[src/rtl/bsf_pkg.sv]
package bsf_pkg;

  // Registered per-frame verdict.
  typedef struct packed {
    logic valid;
    logic drop;
  } bsf_verdict_t;

  // Width needed to hold values 0..n (at least one bit).
  function automatic int bsf_width(input int n);
    int w;
    w = 1;
    while ((1 << w) <= n) w++;
    return w;
  endfunction

endpackage

[src/rtl/bsf_addr_class.sv]
module bsf_addr_class #(
  parameter int ADDR_W = 48
) (
  input  logic [ADDR_W-1:0] addr,
  output logic              is_bcast
);
  localparam int NBYTES = ADDR_W / 8;

  logic [NBYTES-1:0] byte_all_ones;

  // One reduction per address octet, then a final AND across octets.
  for (genvar g = 0; g < NBYTES; g++) begin : g_octet
    assign byte_all_ones[g] = &addr[g*8 +: 8];
  end

  assign is_bcast = &byte_all_ones;

  initial begin
    a_r3_octet_width : assert (ADDR_W % 8 == 0 && ADDR_W >= 8);
  end
endmodule

[src/rtl/bsf_window.sv]
module bsf_window #(
  parameter int WINDOW_TICKS = 800
) (
  input  logic clk,
  input  logic rst,
  input  logic tick,
  output logic win_clear
);
  import bsf_pkg::*;

  localparam int TW = bsf_width(WINDOW_TICKS);
  localparam logic [TW-1:0] LAST = TW'(WINDOW_TICKS - 1);

  logic [TW-1:0] pos_q;

  // Clear is raised on the tick that completes a window.
  assign win_clear = tick && (pos_q == LAST);

  always_ff @(posedge clk) begin
    if (rst)            pos_q <= '0;
    else if (win_clear) pos_q <= '0;
    else if (tick)      pos_q <= pos_q + 1'b1;
  end

  // window position stays inside its period
  a_r7_pos_in_range : assert property (@(posedge clk) disable iff (rst)
    pos_q <= LAST);

  // without a tick the window does not move
  a_r7_hold_no_tick : assert property (@(posedge clk) disable iff (rst)
    !tick |=> $stable(pos_q));
endmodule

[src/rtl/bsf_run_counter.sv]
module bsf_run_counter #(
  parameter int RUN_LIMIT = 64
) (
  input  logic clk,
  input  logic rst,
  input  logic win_clear,
  input  logic frame_valid,
  input  logic frame_bcast,
  output logic over_limit
);
  import bsf_pkg::*;

  localparam int CW = bsf_width(RUN_LIMIT);
  localparam logic [CW-1:0] LIMIT = CW'(RUN_LIMIT);

  logic [CW-1:0] run_q;
  logic [CW-1:0] run_eff;
  logic [CW-1:0] run_nxt;

  // A window clear is applied before this cycle's frame is counted.
  assign run_eff    = win_clear ? '0 : run_q;
  assign over_limit = (run_eff == LIMIT);

  always_comb begin
    run_nxt = run_eff;
    if (frame_valid) begin
      if (!frame_bcast)           run_nxt = '0;
      else if (run_eff != LIMIT)  run_nxt = run_eff + 1'b1;
    end
  end

  always_ff @(posedge clk) begin
    if (rst) run_q <= '0;
    else     run_q <= run_nxt;
  end

  // the count never exceeds the limit
  a_r6_no_wrap : assert property (@(posedge clk) disable iff (rst)
    run_q <= LIMIT);

  // a saturated count stays saturated under more broadcasts
  a_r6_sat_hold : assert property (@(posedge clk) disable iff (rst)
    (run_q == LIMIT && !win_clear && frame_valid && frame_bcast) |=> run_q == LIMIT);

  // a non-broadcast frame empties the run
  a_r5_clear_on_other : assert property (@(posedge clk) disable iff (rst)
    (frame_valid && !frame_bcast) |=> run_q == '0);

  // a clear colliding with a broadcast leaves a run of one
  a_r8_clear_then_count : assert property (@(posedge clk) disable iff (rst)
    (win_clear && frame_valid && frame_bcast) |=> run_q == CW'(1));
endmodule

[src/rtl/bcast_storm_filter.sv]
module bcast_storm_filter #(
  parameter int ADDR_W       = 48,
  parameter int RUN_LIMIT    = 64,
  parameter int WINDOW_TICKS = 800
) (
  input  logic              clk,
  input  logic              rst,
  input  logic              strap_en,
  input  logic              tick,
  input  logic              frm_valid,
  input  logic [ADDR_W-1:0] frm_da,
  output logic              dec_valid,
  output logic              dec_drop
);
  import bsf_pkg::*;

  logic         en_q;
  logic         is_bcast;
  logic         win_clear;
  logic         over_limit;
  bsf_verdict_t verdict_q;

  // Strap latch: follows the pin only while reset is held.
  always_ff @(posedge clk) begin
    if (rst) en_q <= strap_en;
  end

  bsf_addr_class #(.ADDR_W(ADDR_W)) u_class (
    .addr     (frm_da),
    .is_bcast (is_bcast)
  );

  bsf_window #(.WINDOW_TICKS(WINDOW_TICKS)) u_window (
    .clk       (clk),
    .rst       (rst),
    .tick      (tick),
    .win_clear (win_clear)
  );

  bsf_run_counter #(.RUN_LIMIT(RUN_LIMIT)) u_run (
    .clk         (clk),
    .rst         (rst),
    .win_clear   (win_clear),
    .frame_valid (frm_valid),
    .frame_bcast (is_bcast),
    .over_limit  (over_limit)
  );

  always_ff @(posedge clk) begin
    if (rst) begin
      verdict_q <= '0;
    end else begin
      verdict_q.valid <= frm_valid;
      verdict_q.drop  <= frm_valid && en_q && is_bcast && over_limit;
    end
  end

  assign dec_valid = verdict_q.valid;
  assign dec_drop  = verdict_q.drop;

  // a disabled filter never drops
  a_r1_off_no_drop : assert property (@(posedge clk) disable iff (rst)
    !en_q |=> !dec_drop);

  // the captured strap is frozen outside reset
  a_r2_strap_frozen : assert property (@(posedge clk) disable iff (rst)
    $past(!rst) |-> $stable(en_q));

  // non-broadcast frames always pass
  a_r5_other_passes : assert property (@(posedge clk) disable iff (rst)
    (frm_valid && !is_bcast) |=> !dec_drop);

  // a decision follows each frame by exactly one cycle
  a_r9_valid_follows : assert property (@(posedge clk) disable iff (rst)
    frm_valid |=> dec_valid);

  // no decision without a frame
  a_r9_no_spurious : assert property (@(posedge clk) disable iff (rst)
    !frm_valid |=> !dec_valid && !dec_drop);
endmodule

[config.mk]
export PLATFORM = sky130hd
export DESIGN_NAME = bcast_storm_filter
export DESIGN_NICKNAME = d
export VERILOG_FILES = /design/src/rtl/bsf_pkg.sv /design/src/rtl/bsf_addr_class.sv /design/src/rtl/bsf_window.sv /design/src/rtl/bsf_run_counter.sv /design/src/rtl/bcast_storm_filter.sv
export SDC_FILE = /design/constraint.sdc
export NUM_CORES = 1
export LEC_CHECK = 0
export ABC_AREA = 0
export BUFFER_PORTS_ARGS = -buffer_cell sky130_fd_sc_hd__buf_2
export CORE_UTILIZATION = 49
export CTS_CLUSTER_DIAMETER = 120
export DETAILED_ROUTE_END_ITERATION = 6
export HOLD_SLACK_MARGIN = 0.08
export PLACE_DENSITY = 0.84
export SYNTH_ARGS = -nofsm -noshare
export SYNTH_HDL_FRONTEND = slang
export SYNTH_SLANG_ARGS = --single-unit
[constraint.sdc]
create_clock -name clk -period 3.65 [get_ports clk]
set_clock_uncertainty 0.1 [all_clocks]
set_input_delay 0.365 -clock clk [delete_from_list [all_inputs] [get_ports clk]]
set_output_delay 0.365 -clock clk [all_outputs]
set_load 0.02 [all_outputs]
Yosys cells after proc, flatten, opt, wreduce, memory -nomap -nowiden. Cells that the tools add are included. W data, S select, Z words.

Register bits: 20. Input bits: 53. Output and inout bits: 2. Word-level logic and storage cells: 20.

Add/subtract/negate cells: 2. Equality and inequality tests: 3. Mux-type cells: 4. Reduce and logical (&&, ||, !) cells: 6.

Operators with widths (number): $reduce_and A48 Y1 (1); $mux W7 (4); $add A10 B1 Y10 const B (1); $eq A10 B10 Y1 const B (1); $add A7 B1 Y7 const B (1); $eq A7 B7 Y1 const B (1); $ne A7 B7 Y1 const B (1); $logic_and A1 B1 Y1 (4); $reduce_or A2 Y1 (1).

Depth between registers and ports, before layout.
Word-level depth: 7. Depth in mapped cells: 12. Gate-level depth less buffers: 11.

By module. Synthesis repeated with hierarchy kept, for this count alone.

Cell total of the unflattened synthesis: 124. Area, all modules: 1128.6 um^2.

Modules (own cells, without submodules): bsf_window (times used 1, cells each 53, area an instance 490.5 um^2, seq. area each 200.2 um^2); bsf_run_counter (times used 1, cells each 50, area an instance 445.4 um^2, seq. area each 140.1 um^2); bsf_addr_class (times used 1, cells each 16, area an instance 100.1 um^2, seq. area each 0.0 um^2); bcast_storm_filter (times used 1, cells each 5, area an instance 92.6 um^2, seq. area each 70.1 um^2).

Least setup slack after synthesis. Ideal clock, no wire load.

Path type: register to register. Start point: register u_window.pos_q[0]. End point: register u_run.run_q[2]. Setup time: 0.129 ns. Data arrival time: 2.177 ns. Required time: 3.421 ns. Slack: 1.244 ns. Cell stages (with the launch flop): 12. Buffers on the path: 1. Period minus slack after synthesis: 2.406 ns. Cell sequence: dfxtp_1 > ha_1 > nand4_2 > or4_4 > buf_6 > nand2_1 > ha_1 > nand4bb_1 > nor3_1 > nand2_1 > o211ai_1 > o31ai_1.

Cells in the longest elaborated chain, start to end: 7. Elaborated cells between the ends (all ways): 8. Classes of those cells: add/sub (1); eq/ne (2); mux (4); reduce/logical (1).

Ends and longest elaborated chain: start, declared (RTL line bsf_window.sv:14) `logic [TW-1:0] pos_q;`; start signal, assigned (RTL line bsf_window.sv:22) `else if (tick) pos_q <= pos_q + 1'b1;`; $eq A10 B10 Y1 (*) (RTL line bsf_window.sv:17) `assign win_clear = tick && (pos_q == LAST);`; $logic_and A1 B1 Y1 (*) (RTL line bsf_window.sv:17); $mux W7 (*) (RTL line bsf_run_counter.sv:21) `assign run_eff = win_clear ? '0 : run_q;`; $add A7 B1 Y7 / $ne A7 B7 Y1 (equally long branches) (RTL line bsf_run_counter.sv:28) `else if (run_eff != LIMIT) run_nxt = run_eff + 1'b1;`; $mux W7 (RTL line bsf_run_counter.sv:28); $mux W7 (RTL line bsf_run_counter.sv:27) `if (!frame_bcast) run_nxt = '0;`; $mux W7 (*) (RTL line bsf_run_counter.sv:26) `if (frame_valid) begin`; end signal, assigned (RTL line bsf_run_counter.sv:34) `else run_q <= run_nxt;`; end, declared (RTL line bsf_run_counter.sv:16) `logic [CW-1:0] run_q;`.

Mark *: on every way between the ends. The rest lies on a longest branch, timed or not. A chain may end at the register's enable or synchronous reset.

Worst setup path after layout. Ends and elaborated chain as after synthesis.

==> impl_metrics.toml <==
[routing]
drt-total-wl_mm = 3.13
firstDrtPassIters = 4
top_layer = "met4"
drt-initial-drc-count = 25
route.vias.total = 1261
routed_via_density = 5.71
drcViolationCount = 0
wl_per_cell_um = 14.2
met1_length_mm = 1.30
dr_wl_met2_mm = 1.66
ant_nets = 0
wl_met3_um = 125

[global_route]
gr-usage-all-layers_pct = 28.0
grt.overflow.total = 0
grt_max_degree = 18
antenna_found_initial = 0
grt_pass1_vias = 1362
grt_pass1_wl_mm = 5.49

[setup_path]
required_ps = 3750
end_kind = "register"
worst-setup-path-type = "reg2reg"
start_kind = "register"
crit_fanout = 11
crit_arrival_ps = 2690

[synth]
ys_warn_count = 0
synth.distinct_cells = 33
synth_top_cells_by_count = "nand4_1, dfxtp_1, nor2_1, nand2_1, nand3_1"
yosysMostFrequentCell = "nand4_1"
synthArstFlopShare_pct = 0
syn-num-nets = 197
syn_inst = 141
synth-seq-cells = 20
synth_area_um2 = 1160
seq_area_frac_synth_pct = 35.5
synth_top_area_share_pct = 32.9
netlist.top_cell.by_area = "dfxtp_1"
synth_edf_count = 1
synth_ff_type = "dfxtp_1"
syn_avg_cell_area_um2 = 8.21
netlist_top_cells_area = "dfxtp_1, nand4_1, nand3_1"

[flow_run]
maxCapViolCount = 0

[cts]
h-tree-depth = 1
post_cts_buffers = 0
clk_pin_slew_ps = 120
cts_tree = "yes"
clk_path_buf_depth = 2
clock_sinks = 20
cts_resized = 0
clk_latency_ps = 300
cts_hold_buf = 0
cts-buffers-inserted = 3
cts_root_buf = "clkbuf_4"

[timing]
period_minus_slack_ps = 2590
tightest_slew_ps = 446
setup_violations = 0
rsz0062_at_grt = "no"
finalSetupTns_ps = 0
period_share_pct = 70.9
finalHoldViolations = 0
maxSlewHeadroom_pct = 70.2
fin_ws_ps = 1060
finalMaxSlewViolations = 0
fmax_ghz = 0.386

[placement]
place_ws_ps = 1100
dp_hpwl_mm = 2.45
dpl_cell_area_um2 = 1430
place.gp.congestion = 0.900
io_buffer_count = 54

[die]
rows = 17
die_w_um = 50.6
core_area_um2 = 2210
die_height_um = 50.6
die_area_um2 = 2560
io_pins = 55
initial_utilization_pct = 52.3

[final_layout]
final_nets = 250
regArea_um2 = 410
drive_gt1_share_pct = 32.6
multi_input_area_um2 = 699
area_growth_pct = 25.5
n_antenna_cell = 0
fillers = 203
final_cell_area_um2 = 1450
fin_util_pct = 65.7

[power_and_ir_drop]
total_power_w = 0.000389
vdd.ir_drop.worst_mv = 0.247
p_leak_nw = 0.583
pwr_density_cell_nw_per_um2 = 268

[worst_hold_path]
holdCritPathClass = "in2reg"

[status]
outcome = "complete, no violations"
per-stage QoR:
stage / hold slack (ps) / instances
2_1_floorplan: 364 / 141
3_3_place_gp: 403 / 217
3_5_place_dp: 405 / 217
4_1_cts: 116 / 221
5_1_grt: 98.8 / 221
6_report: 125 / 221
state kept, by name, summed over array words and instances (netlist names):
register and cells:
dec_drop 1, dec_valid 1, en_q 1, u_run.run_q 7, u_window.pos_q 10
routing by layer:
layer  GRT usage (%)  vias up
li1                -      630
met1            29.0      595
met2            52.0       30
met3            8.18        6
met4            11.6        0
met5               0        -
final timing paths:
kind | endpoint | cells after the start | start | slack, ps
worst max-delay path | u_run.run_q[2] | 10 | u_window.pos_q[0] | 1060
worst min-delay path | en_q | 1 | strap_en | 130
worst max register to register | u_run.run_q[2] | 10 | u_window.pos_q[0] | 1060
worst min register to register | dec_drop | 2 | en_q | 420
kinds of logic after synthesis:
group                      after synthesis  synth area share, %
muxes                                    1                0.865
adders and majority gates                3                 3.24
xor gates and xnor gates                 9                 6.81
buffers and inverters                    9                 4.11
DFF                                     20                 35.5
and+or+nand+nor                         88                 42.6
AOI/OAI and AO/OA                       11                 6.92
cell usage in the layout (no fill, tap or decap), drive strengths merged:
cell / n
nand2: 13
and3: 5
or2b: 1
a31oi: 4
xnor2: 5
nor2: 14
nor3b: 3
or4: 1
ha: 3
nor3: 2
nand4: 23
o21ai: 1
edfxtp: 1
nand4bb: 2
buf: 54
o31ai: 1
nor2b: 1
nand3b: 1
dfxtp: 19
nand2b: 3
a21oi: 2
inv: 3
mux2i: 1
or2: 2
clkbuf: 4
a211oi: 2
nor4: 5
xor2: 4
o211ai: 1
nand3: 12
power breakdown:
group	internal [W]	leakage [nW]	switching (W)	total, W
Sequential	0.000224	0.163	0.00000306	0.000227
Combinational	0.0000275	0.404	0.0000260	0.0000535
Clock	0.0000425	0.0150	0.0000660	0.000109
worst max-delay path, cell delays in order, from the launching register on:
cell and delay, ps:
dfxtp_1 410, ha_1 210, nand4_2 150, or4_4 580, nand2_1 150, ha_1 160
nand4bb_1 100, nor3_1 310, nand2_1 130, o211ai_1 110, o31ai_1 100
cell type report:
class,instances,area share (%)
inverter,3,0.775
timing repair buffer,54,18.6
multi-input combinational,112,48.1
clock buffer,4,1.81
tap,28,2.41
sequential,20,28.3
(Power assumes the default switching activity.)
